===== src/rtl/txf_pkg.sv =====
package txf_pkg;
  localparam int BYTE_W = 8;
  localparam int CMD_W  = 2;
  localparam int WORD_W = CMD_W + BYTE_W;
  localparam int CRC_W  = 32;

  typedef enum logic [CMD_W-1:0] {
    CMD_DATA = 2'b00,
    CMD_FCS  = 2'b01,
    CMD_RSVD = 2'b10,
    CMD_RAW  = 2'b11
  } cmd_e;

  localparam logic [CRC_W-1:0] POLY16     = 32'h0000_8408;
  localparam logic [CRC_W-1:0] POLY32     = 32'hEDB8_8320;
  localparam logic [CRC_W-1:0] CRC_PRESET = '1;

  // Reflected checksum over one byte, bit 0 of the byte first.
  function automatic logic [CRC_W-1:0] crc_byte(input logic [CRC_W-1:0] c,
                                                input logic [BYTE_W-1:0] d,
                                                input logic wide);
    logic [CRC_W-1:0] r;
    logic fb;
    r = wide ? c : {16'h0000, c[15:0]};
    for (int i = 0; i < BYTE_W; i++) begin
      fb = r[0] ^ d[i];
      r  = r >> 1;
      if (fb) r = r ^ (wide ? POLY32 : POLY16);
    end
    return r;
  endfunction
endpackage


===== src/rtl/txf_fifo.sv =====
module txf_fifo #(
  parameter int DEPTH = 4,
  parameter int W     = 10
) (
  input  logic         clk,
  input  logic         rst_n,
  input  logic         push,
  input  logic [W-1:0] din,
  input  logic         pop,
  output logic [W-1:0] dout,
  output logic         empty,
  output logic         full
);
  localparam int AW = (DEPTH > 1) ? $clog2(DEPTH) : 1;
  localparam int CW = $clog2(DEPTH + 1);

  logic [W-1:0]  mem_q [DEPTH];
  logic [AW-1:0] wp_q, wp_d, rp_q, rp_d;
  logic [CW-1:0] cnt_q, cnt_d;
  logic          push_ok, pop_ok;

  assign empty   = (cnt_q == '0);
  assign full    = (cnt_q == CW'(DEPTH));
  assign push_ok = push && !full;
  assign pop_ok  = pop && !empty;
  assign dout    = mem_q[rp_q];

  always_comb begin
    wp_d  = wp_q;
    rp_d  = rp_q;
    cnt_d = cnt_q;
    if (push_ok) wp_d = (wp_q == AW'(DEPTH - 1)) ? '0 : wp_q + AW'(1);
    if (pop_ok)  rp_d = (rp_q == AW'(DEPTH - 1)) ? '0 : rp_q + AW'(1);
    if (push_ok && !pop_ok)      cnt_d = cnt_q + CW'(1);
    else if (pop_ok && !push_ok) cnt_d = cnt_q - CW'(1);
  end

  always_ff @(posedge clk or negedge rst_n) begin
    if (!rst_n) begin
      wp_q  <= '0;
      rp_q  <= '0;
      cnt_q <= '0;
    end else begin
      wp_q  <= wp_d;
      rp_q  <= rp_d;
      cnt_q <= cnt_d;
    end
  end

  always_ff @(posedge clk) begin
    if (push_ok) mem_q[wp_q] <= din;
  end
endmodule


===== src/rtl/txf_crc.sv =====
module txf_crc
  import txf_pkg::*;
(
  input  logic              clk,
  input  logic              rst_n,
  input  logic              init,
  input  logic              upd,
  input  logic [BYTE_W-1:0] data,
  input  logic              wide,
  output logic [CRC_W-1:0]  crc
);
  logic [CRC_W-1:0] crc_q, crc_d;

  always_comb begin
    crc_d = crc_q;
    if (init)     crc_d = CRC_PRESET;
    else if (upd) crc_d = crc_byte(crc_q, data, wide);
  end

  always_ff @(posedge clk or negedge rst_n) begin
    if (!rst_n) crc_q <= CRC_PRESET;
    else        crc_q <= crc_d;
  end

  assign crc = crc_q;
endmodule


===== src/rtl/txf_hdlc_framer.sv =====
module txf_hdlc_framer
  import txf_pkg::*;
#(
  parameter int FIFO_DEPTH = 4,
  parameter int STUFF_RUN  = 5
) (
  input  logic              clk,
  input  logic              rst_n,
  input  logic              wr_en,
  input  logic [WORD_W-1:0] wr_data,
  output logic              fifo_full,
  input  logic              crc32_sel,
  input  logic              bit_en,
  output logic              tx_bit,
  output logic              underrun
);
  localparam int RUN_W  = $clog2(STUFF_RUN + 1);
  localparam int LEFT_W = $clog2(BYTE_W + 1);

  logic [WORD_W-1:0] head;
  logic              fifo_empty;
  logic              pop;
  logic              crc_init, crc_upd;
  logic [CRC_W-1:0]  crc_q;
  cmd_e              cmd;
  logic [BYTE_W-1:0] payload, fcs_byte;

  logic [BYTE_W-1:0] sh_q, sh_d;
  logic [LEFT_W-1:0] left_q, left_d;
  logic              raw_q, raw_d;
  logic [RUN_W-1:0]  ones_q, ones_d;
  logic [1:0]        idx_q, idx_d;
  logic              bit_q, bit_d;
  logic              urun_q, urun_d;

  txf_fifo #(.DEPTH(FIFO_DEPTH), .W(WORD_W)) u_fifo (
    .clk(clk), .rst_n(rst_n), .push(wr_en), .din(wr_data),
    .pop(pop), .dout(head), .empty(fifo_empty), .full(fifo_full)
  );

  txf_crc u_crc (
    .clk(clk), .rst_n(rst_n), .init(crc_init), .upd(crc_upd),
    .data(payload), .wide(crc32_sel), .crc(crc_q)
  );

  assign cmd     = cmd_e'(head[WORD_W-1:BYTE_W]);
  assign payload = head[BYTE_W-1:0];

  always_comb begin
    case (idx_q)
      2'd0:    fcs_byte = ~crc_q[7:0];
      2'd1:    fcs_byte = ~crc_q[15:8];
      2'd2:    fcs_byte = ~crc_q[23:16];
      default: fcs_byte = ~crc_q[31:24];
    endcase
  end

  always_comb begin
    logic              have;
    logic [BYTE_W-1:0] sh_v;
    logic [LEFT_W-1:0] left_v;
    logic              raw_v;
    sh_d     = sh_q;
    left_d   = left_q;
    raw_d    = raw_q;
    ones_d   = ones_q;
    idx_d    = idx_q;
    bit_d    = bit_q;
    urun_d   = urun_q;
    pop      = 1'b0;
    crc_init = 1'b0;
    crc_upd  = 1'b0;
    have     = (left_q != '0);
    sh_v     = sh_q;
    left_v   = left_q;
    raw_v    = raw_q;
    if (bit_en) begin
      if (ones_q == RUN_W'(STUFF_RUN)) begin
        bit_d  = 1'b0;
        ones_d = '0;
      end else begin
        if (!have && !fifo_empty) begin
          pop    = 1'b1;
          urun_d = 1'b0;
          left_v = LEFT_W'(BYTE_W);
          raw_v  = (cmd == CMD_RAW);
          have   = 1'b1;
          case (cmd)
            CMD_RAW: begin
              sh_v     = payload;
              crc_init = 1'b1;
              idx_d    = '0;
            end
            CMD_FCS: begin
              sh_v  = fcs_byte;
              idx_d = crc32_sel ? idx_q + 2'd1 : {1'b0, ~idx_q[0]};
            end
            default: begin
              sh_v    = payload;
              crc_upd = 1'b1;
            end
          endcase
        end
        if (have) begin
          bit_d  = sh_v[0];
          sh_d   = sh_v >> 1;
          left_d = left_v - LEFT_W'(1);
          raw_d  = raw_v;
          ones_d = (raw_v || !sh_v[0]) ? '0 : ones_q + RUN_W'(1);
        end else begin
          bit_d  = 1'b1;
          urun_d = 1'b1;
          ones_d = '0;
        end
      end
    end
  end

  always_ff @(posedge clk or negedge rst_n) begin
    if (!rst_n) begin
      sh_q   <= '0;
      left_q <= '0;
      raw_q  <= 1'b0;
      ones_q <= '0;
      idx_q  <= '0;
      bit_q  <= 1'b1;
      urun_q <= 1'b0;
    end else begin
      sh_q   <= sh_d;
      left_q <= left_d;
      raw_q  <= raw_d;
      ones_q <= ones_d;
      idx_q  <= idx_d;
      bit_q  <= bit_d;
      urun_q <= urun_d;
    end
  end

  assign tx_bit   = bit_q;
  assign underrun = urun_q;
endmodule


===== config.mk =====
export PLATFORM = sky130hd
export DESIGN_NAME = txf_hdlc_framer
export DESIGN_NICKNAME = d
export VERILOG_FILES = /design/src/rtl/txf_pkg.sv /design/src/rtl/txf_fifo.sv /design/src/rtl/txf_crc.sv /design/src/rtl/txf_hdlc_framer.sv
export SDC_FILE = /design/constraint.sdc
export NUM_CORES = 1
export LEC_CHECK = 0
export ABC_AREA = 1
export BUFFER_PORTS_ARGS = -buffer_cell sky130_fd_sc_hd__buf_2
export CAP_MARGIN = 25
export CORE_MARGIN = 8
export CORE_UTILIZATION = 23
export CTS_BUF_LIST = sky130_fd_sc_hd__clkbuf_16
export DETAILED_ROUTE_END_ITERATION = 7
export PLACE_DENSITY_LB_ADDON = 0.25
export SYNTH_ARGS = -nofsm -noshare
export SYNTH_HDL_FRONTEND = slang
export SYNTH_HIERARCHICAL = 1
export SYNTH_SLANG_ARGS = --single-unit

===== constraint.sdc =====
create_clock -name clk -period 2.65 [get_ports clk]
set_input_delay 0 -clock clk [delete_from_list [all_inputs] [get_ports clk]]
set_output_delay 0 -clock clk [all_outputs]
set_load 0.02 [all_outputs]

# Word level (Yosys, flattened, before mapping)
# Memories as Yosys holds them, arrays and structs flattened.
# Index checks and enable logic that the tools add are counted.
# totals
n_memories	1
ram_bits	40
wordCells	138
reg_bits	58
inputBits	15
output_inout_bits	3
# memory_table
memory	depth	width	rd	rd_clocked_by_memory_dff	wr	line_no	source
u_fifo.mem_q	4	10	1	0	1	txf_fifo.sv:17	logic [W-1:0] mem_q [DEPTH];
# op_classes
eq_ne	9
add_sub_neg	7
reduce_logical	22
n_bitwise	22
muxes	66
# ops
op	count
$mux W32	26
$xor A31 B32 Y32	8
$mux W8	4
$not A8 Y8	4
$pmux W8 S3	1
$mux W1	23
$mux W3	5
$mux W4	3
$eq A2 B2 Y1 const B	4
$xor A1 B1 Y1	8
$add A2 B1 Y2 const B	3
$add A3 B1 Y3 const B	2
$eq A3 B3 Y1 const B	2
$logic_not A1 Y1	6
$mux W2	3
$reduce_and A3 Y1	2
$reduce_bool A2 Y1	3
$logic_and A1 B1 Y1	5
$eq A2 B1 Y1 const B	2
$pmux W2 S2	1
$reduce_and A4 Y1	1
$reduce_bool A4 Y1	1
$sub A4 B1 Y4 const B	1
$logic_not A3 Y1	1
6 further kinds	7

# Logic depth before layout (Yosys ltp)
# An unclocked memory read counts as a cell.
# logic_depth
word_depth	37
mapped_depth	20

# By module
# Netlist, hierarchy kept.
# modules_own_cells
module	instances	cells_per_inst	seq_area_each_um2	area_each_um2
txf_crc	1	498	840.8	3009.1
txf_fifo	1	177	1376.3	2074.5
txf_hdlc_framer	1	210	476.7	1456.4

# Least setup slack after synthesis
# OpenSTA, ideal clock, no wires.
# synth_path
path_kind	reg-to-reg
from	reg left_q[0]
to	reg u_crc.crc_q[10], in the netlist u_crc/crc[10]
path_stages_with_launch	14
setup_slack_ns	0.360
period_less_slack_ns	2.290
n_path_buf	1
setup_ns	0.073
required_time_ns	2.577
arrival_time_ns	2.217
cell_sequence	dfrtp_1 inv_1 ha_1 nand2_1 nor2_4 nand3_2 clkinv_2 nand2_1 nor2_1 nor2_1 inv_1 clkbuf_1 nor2_1 a21oi_1
# synth_via
elab_chain_len	7
word_cells_on_any_way	11
# synth_rtl
element	line_no	source
start, declared	txf_hdlc_framer.sv:29	logic [LEFT_W-1:0] left_q, left_d;
start signal, assigned	txf_hdlc_framer.sv:130	left_q <= left_d;
$reduce_bool A4 Y1 (*)	txf_hdlc_framer.sv:73	have = (left_q != '0);
$logic_not A1 Y1 (*)	txf_hdlc_framer.sv:82	if (!have && !fifo_empty) begin
$logic_and A1 B1 Y1 (*)	txf_hdlc_framer.sv:82	
$mux W1 (*)	txf_hdlc_framer.sv:82	
$mux W1 (*)	txf_hdlc_framer.sv:78	if (ones_q == RUN_W'(STUFF_RUN)) begin
$mux W1 (*)	txf_hdlc_framer.sv:77	if (bit_en) begin
named net crc_init	txf_hdlc_framer.sv:23	logic crc_init, crc_upd;
$mux W32 or $reduce_bool A2 Y1 (tied branches)	-	
end signal, assigned	txf_crc.sv:22	else crc_q <= crc_d;
end, declared	txf_crc.sv:12	logic [CRC_W-1:0] crc_q, crc_d;
# The timed path passes the listed nets; every way through them passes the cells marked *.
# A chain may end at the register's enable or synchronous reset.

# Final worst setup path
# layout_path
from	reg u_fifo.rp_q[0]
to	reg u_crc.crc_q[13], in the netlist u_crc/crc[13]
# layout_via
elab_chain_len	33
word_cells_on_any_way	52
# layout_rtl
element	line_no	source
start, declared	txf_fifo.sv:18	logic [AW-1:0] wp_q, wp_d, rp_q, rp_d;
start signal, assigned	txf_fifo.sv:45	rp_q <= rp_d;
$mem_v2 Z4 W10 (*)	-	
named net head[0]	txf_hdlc_framer.sv:20	logic [WORD_W-1:0] head;
$xor A1 B1 Y1 (*)	txf_pkg.sv:26	fb = r[0] ^ d[i];
$mux W32 (*)	txf_pkg.sv:28	if (fb) r = r ^ (wide ? POLY32 : POLY16);
$mux W32 (*)	txf_crc.sv:17	else if (upd) crc_d = crc_byte(crc_q, data, wide);
$mux W32 (*)	txf_crc.sv:16	if (init) crc_d = CRC_PRESET;
$xor A31 B32 Y32 or $xor A1 B1 Y1 (tied branches)	txf_pkg.sv:28, txf_pkg.sv:26	
$mux W32 (*)	txf_pkg.sv:28	
[18 not listed]	-	
$xor A31 B32 Y32 or $xor A1 B1 Y1 (tied branches)	txf_pkg.sv:28, txf_pkg.sv:26	
$mux W32 (*)	txf_pkg.sv:28	
$mux W32 (*)	txf_crc.sv:17	
$mux W32 (*)	txf_crc.sv:16	
$xor A31 B32 Y32 or $xor A1 B1 Y1 (tied branches)	txf_pkg.sv:28, txf_pkg.sv:26	
$mux W32 (*)	txf_pkg.sv:28	
$mux W32 (*)	txf_crc.sv:17	
$mux W32 (*)	txf_crc.sv:16	
# The timed path passes the listed nets; every way through them passes the cells marked *. The select of a mux whose other input is x is not followed.

==> impl_metrics.csv <==
group,metric,value,unit
placed_design,dp_hpwl,14520,um
routing,antenna_left,0,
cells_and_area,antennaDiodeCount,0,
cells_and_area,n_fill_cell,3064,
global_routing,grt_pass1_wl,30470,um
routing,vias,5663,
sta,min_period,2.416,ns
sta,hold_viol_final,0,
cells_and_area,final_layout_size_suffix_gt1_frac,0.1633,
run,maxCapViolations,0,
synth,synth_edf_count,40,
die,die_w,184.6,um
placed_design,io_buffers,17,
critical_path,arrival,2.72,ns
global_routing,grt_pass1_vias,5449,
routing,dr.pass1.iters,5,
routing,totalWireLength,19130,um
synth,synthTopCellsByCount,"nand2_1 (314), inv_1 (151), nand3_1 (77)",
critical_path,crit_fanout,16,
sta,maxSlewHeadroom,0.5954,
clock_network,cts_buffers,9,
synth,yosys_warnings,6,
synth,synth_area,0.006540,mm^2
sta,finClkSkew,0.01481,ns
critical_path,worstPathRequired,2.95,ns
synth,yosysMostFrequentCell,"nand2_1",
routing,wl_met1,9234,um
cells_and_area,seq_area,0.002694,mm^2
synth,yosysSeqAreaShare,0.4119,
critical_path,max_stage_delay,0.40,ns
clock_network,htreeDepth,3,
critical_path,worst_setup_path_end_kind,"register",
sta,grt_setup_unrepaired,"false",
placed_design,place.gp.congestion,0.9123,
clock_network,cts_root_buffer,"clkbuf_16",
clock_network,cts_buffer_depth,2,
sta,fmax,0.4138,GHz
critical_path,cp_common_cell,"nand2_1",
synth,syn_area_per_cell,7.390,um^2
synth,synth_top_area_share,0.1837,
routing,wire_per_inst,14.48,um
sta,timing.final.ws_setup,0.2336,ns
die,die_h,184.6,um
sta,setup_viol,0,
die,rows,61,
critical_path,start_kind,"register",
worst_hold_path,min_path_type,"in -> async",
global_routing,grt_max_degree,30,
sta,fin_crit_sh,0.9119,
cells_and_area,final_util,0.2752,
sta,setup_tns,0,ns
global_routing,grtUsageTotal,0.1155,
clock_network,clk_pin_slew,0.08,ns
critical_path,worst-path-buf-inv,4,
placed_design,dp_slack,0.1457,ns
synth,synth_nets,915,
die,start_util,0.2348,
routing,wl_met3,670,um
routing,drcViolationCount,0,
die,ios,18,
synth,synth_cells,885,
die,dieArea,0.03409,mm^2
synth,ys_seq_elements,98,
routing,initialDrtViolationCount,366,
cells_and_area,synthToLayoutAreaGrowth,17.22,%
routing,maxUsedRoutingLayer,"met4",
cells_and_area,multi_input_area,0.003093,mm^2
routing,vias_per_cell,4.287,
sta,slew_viol_final,0,
die,core,0.02786,mm^2
critical_path,path_cells,"buf_4 > o211ai_1 > nand2_1 > inv_1 > nand2_1 > nand2_2 > nand2_1 > buf_4 > nand2_1 > o21ai_1 > nand2_1 > o21ai_1 > or2_1 > nand3_1 > nand2_1 > inv_1",
clock_network,clock_sinks,98,
cells_and_area,final_nets,968,
outcome,outcome,"finished clean",
sta,worstMarginPinSlew,0.6070,ns
clock_network,clkLatencyLatePin,0.35,ns
synth,ys_top_cells_by_area,"edfxtp_1 (18%), nand2_1 (18%), dfstp_2 (13%), dfrtp_1 (9.6%), inv_1 (8.7%)",
critical_path,worstSetupPathType,"reg -> reg",
critical_path,crit_family,"simple AND/OR/NAND/NOR gates",
global_routing,antenna_found_initial,0,
global_routing,grt.overflow.total,0,
clock_network,tritoncts,"done",
critical_path,slowest_stage,"dfrtp_1",
synth,synthFlopType,"edfxtp_1",
synth,synth.distinct_cells,43,
synth,synth.largest_area_cell,"edfxtp_1",
routing,dr_wl_met2,8672,um
synth,async_flop_share,0.5918,
[final cells by class]
| class | instances | share of cell area |
|---|---|---|
| multi-input combinational | 607 | 0.4035 |
| sequential | 98 | 0.3514 |
| tap | 378 | 0.06169 |
| inverter | 160 | 0.08046 |
| timing repair buffer | 62 | 0.06153 |
| clock buffer | 9 | 0.02938 |
| clock inverter | 7 | 0.01208 |
[cells by family (layout without fill, tap and decap cells)]
logic type,after synthesis,in the layout,synth area share
AOI/OAI and AO/OA,111,111,0.1066
xor gates and xnor gates,23,23,0.03080
adders and majority gates,15,15,0.02985
buffers and inverters,180,238,0.1163
DFF,98,98,0.4119
and+or+nand+nor,458,458,0.3046
[layer usage]
metal	global-route usage	up-vias
met5	0	-
met4	0.04609	0
met3	0.01614	32
met2	0.1881	130
met1	0.1521	2607
li1	-	2894
[timing repair]
action | CTS | global route
setup endpoints to repair | 0 | 13
resized for setup | 0 | 5
hold endpoints to repair | 69 | 0
buffers inserted | 0 | 4
hold buffers | 13 | 0
[layout by cell type, fill, tap and decap left out, types with 16 or more instances in the layout]
cell type	n
o211ai_1	27
buf_4	30
nand2_1	313
o21ai_0	18
buf_2	17
nor2_1	26
o21ai_1	16
a21oi_1	31
dfrtp_1	25
inv_1	150
nand2_2	17
nand3_1	77
dfstp_2	33
edfxtp_1	40
[flip-flops by register name, indices dropped and copies added (netlist names)]
register,count
u_fifo/mem_q,40
u_crc/crc,32
sh_q,7
left_q,4
ones_q,3
u_fifo/cnt_q,3
idx_q,2
u_fifo/rp_q,2
u_fifo/wp_q,2
raw_q,1
tx_bit,1
underrun,1
[worst paths after layout]
kind                                startpoint        endpoint  slack (ns)  cells past startpoint
worst max-delay path            u_fifo/rp_q[0]   u_crc/crc[13]        0.23                     16
worst min-delay path                     rst_n  u_fifo/wp_q[1]        0.18                      2
worst max register to register  u_fifo/rp_q[0]   u_crc/crc[13]        0.23                     16
worst min register to register          tx_bit          tx_bit        0.48                      2
max in group asynchronous                rst_n    u_crc/crc[6]        1.69                      3
min in group clk                     crc32_sel    u_crc/crc[3]        0.19                      6
[stage by stage]
stage               instance area (um^2)  std cells  hold slack [ns]
finish                              7666       1321           0.1782
global route                        7666       1321           0.2350
CTS                                 7605       1317           0.1841
detailed placement                  7157       1288          0.04578
global placement                    7157       1288          0.05643
floorplan                           6540        885          -0.2956
Power is left out: the tool's default activity adds up to more than one toggle a clock period on the data nets, which glitch-free logic cannot reach.
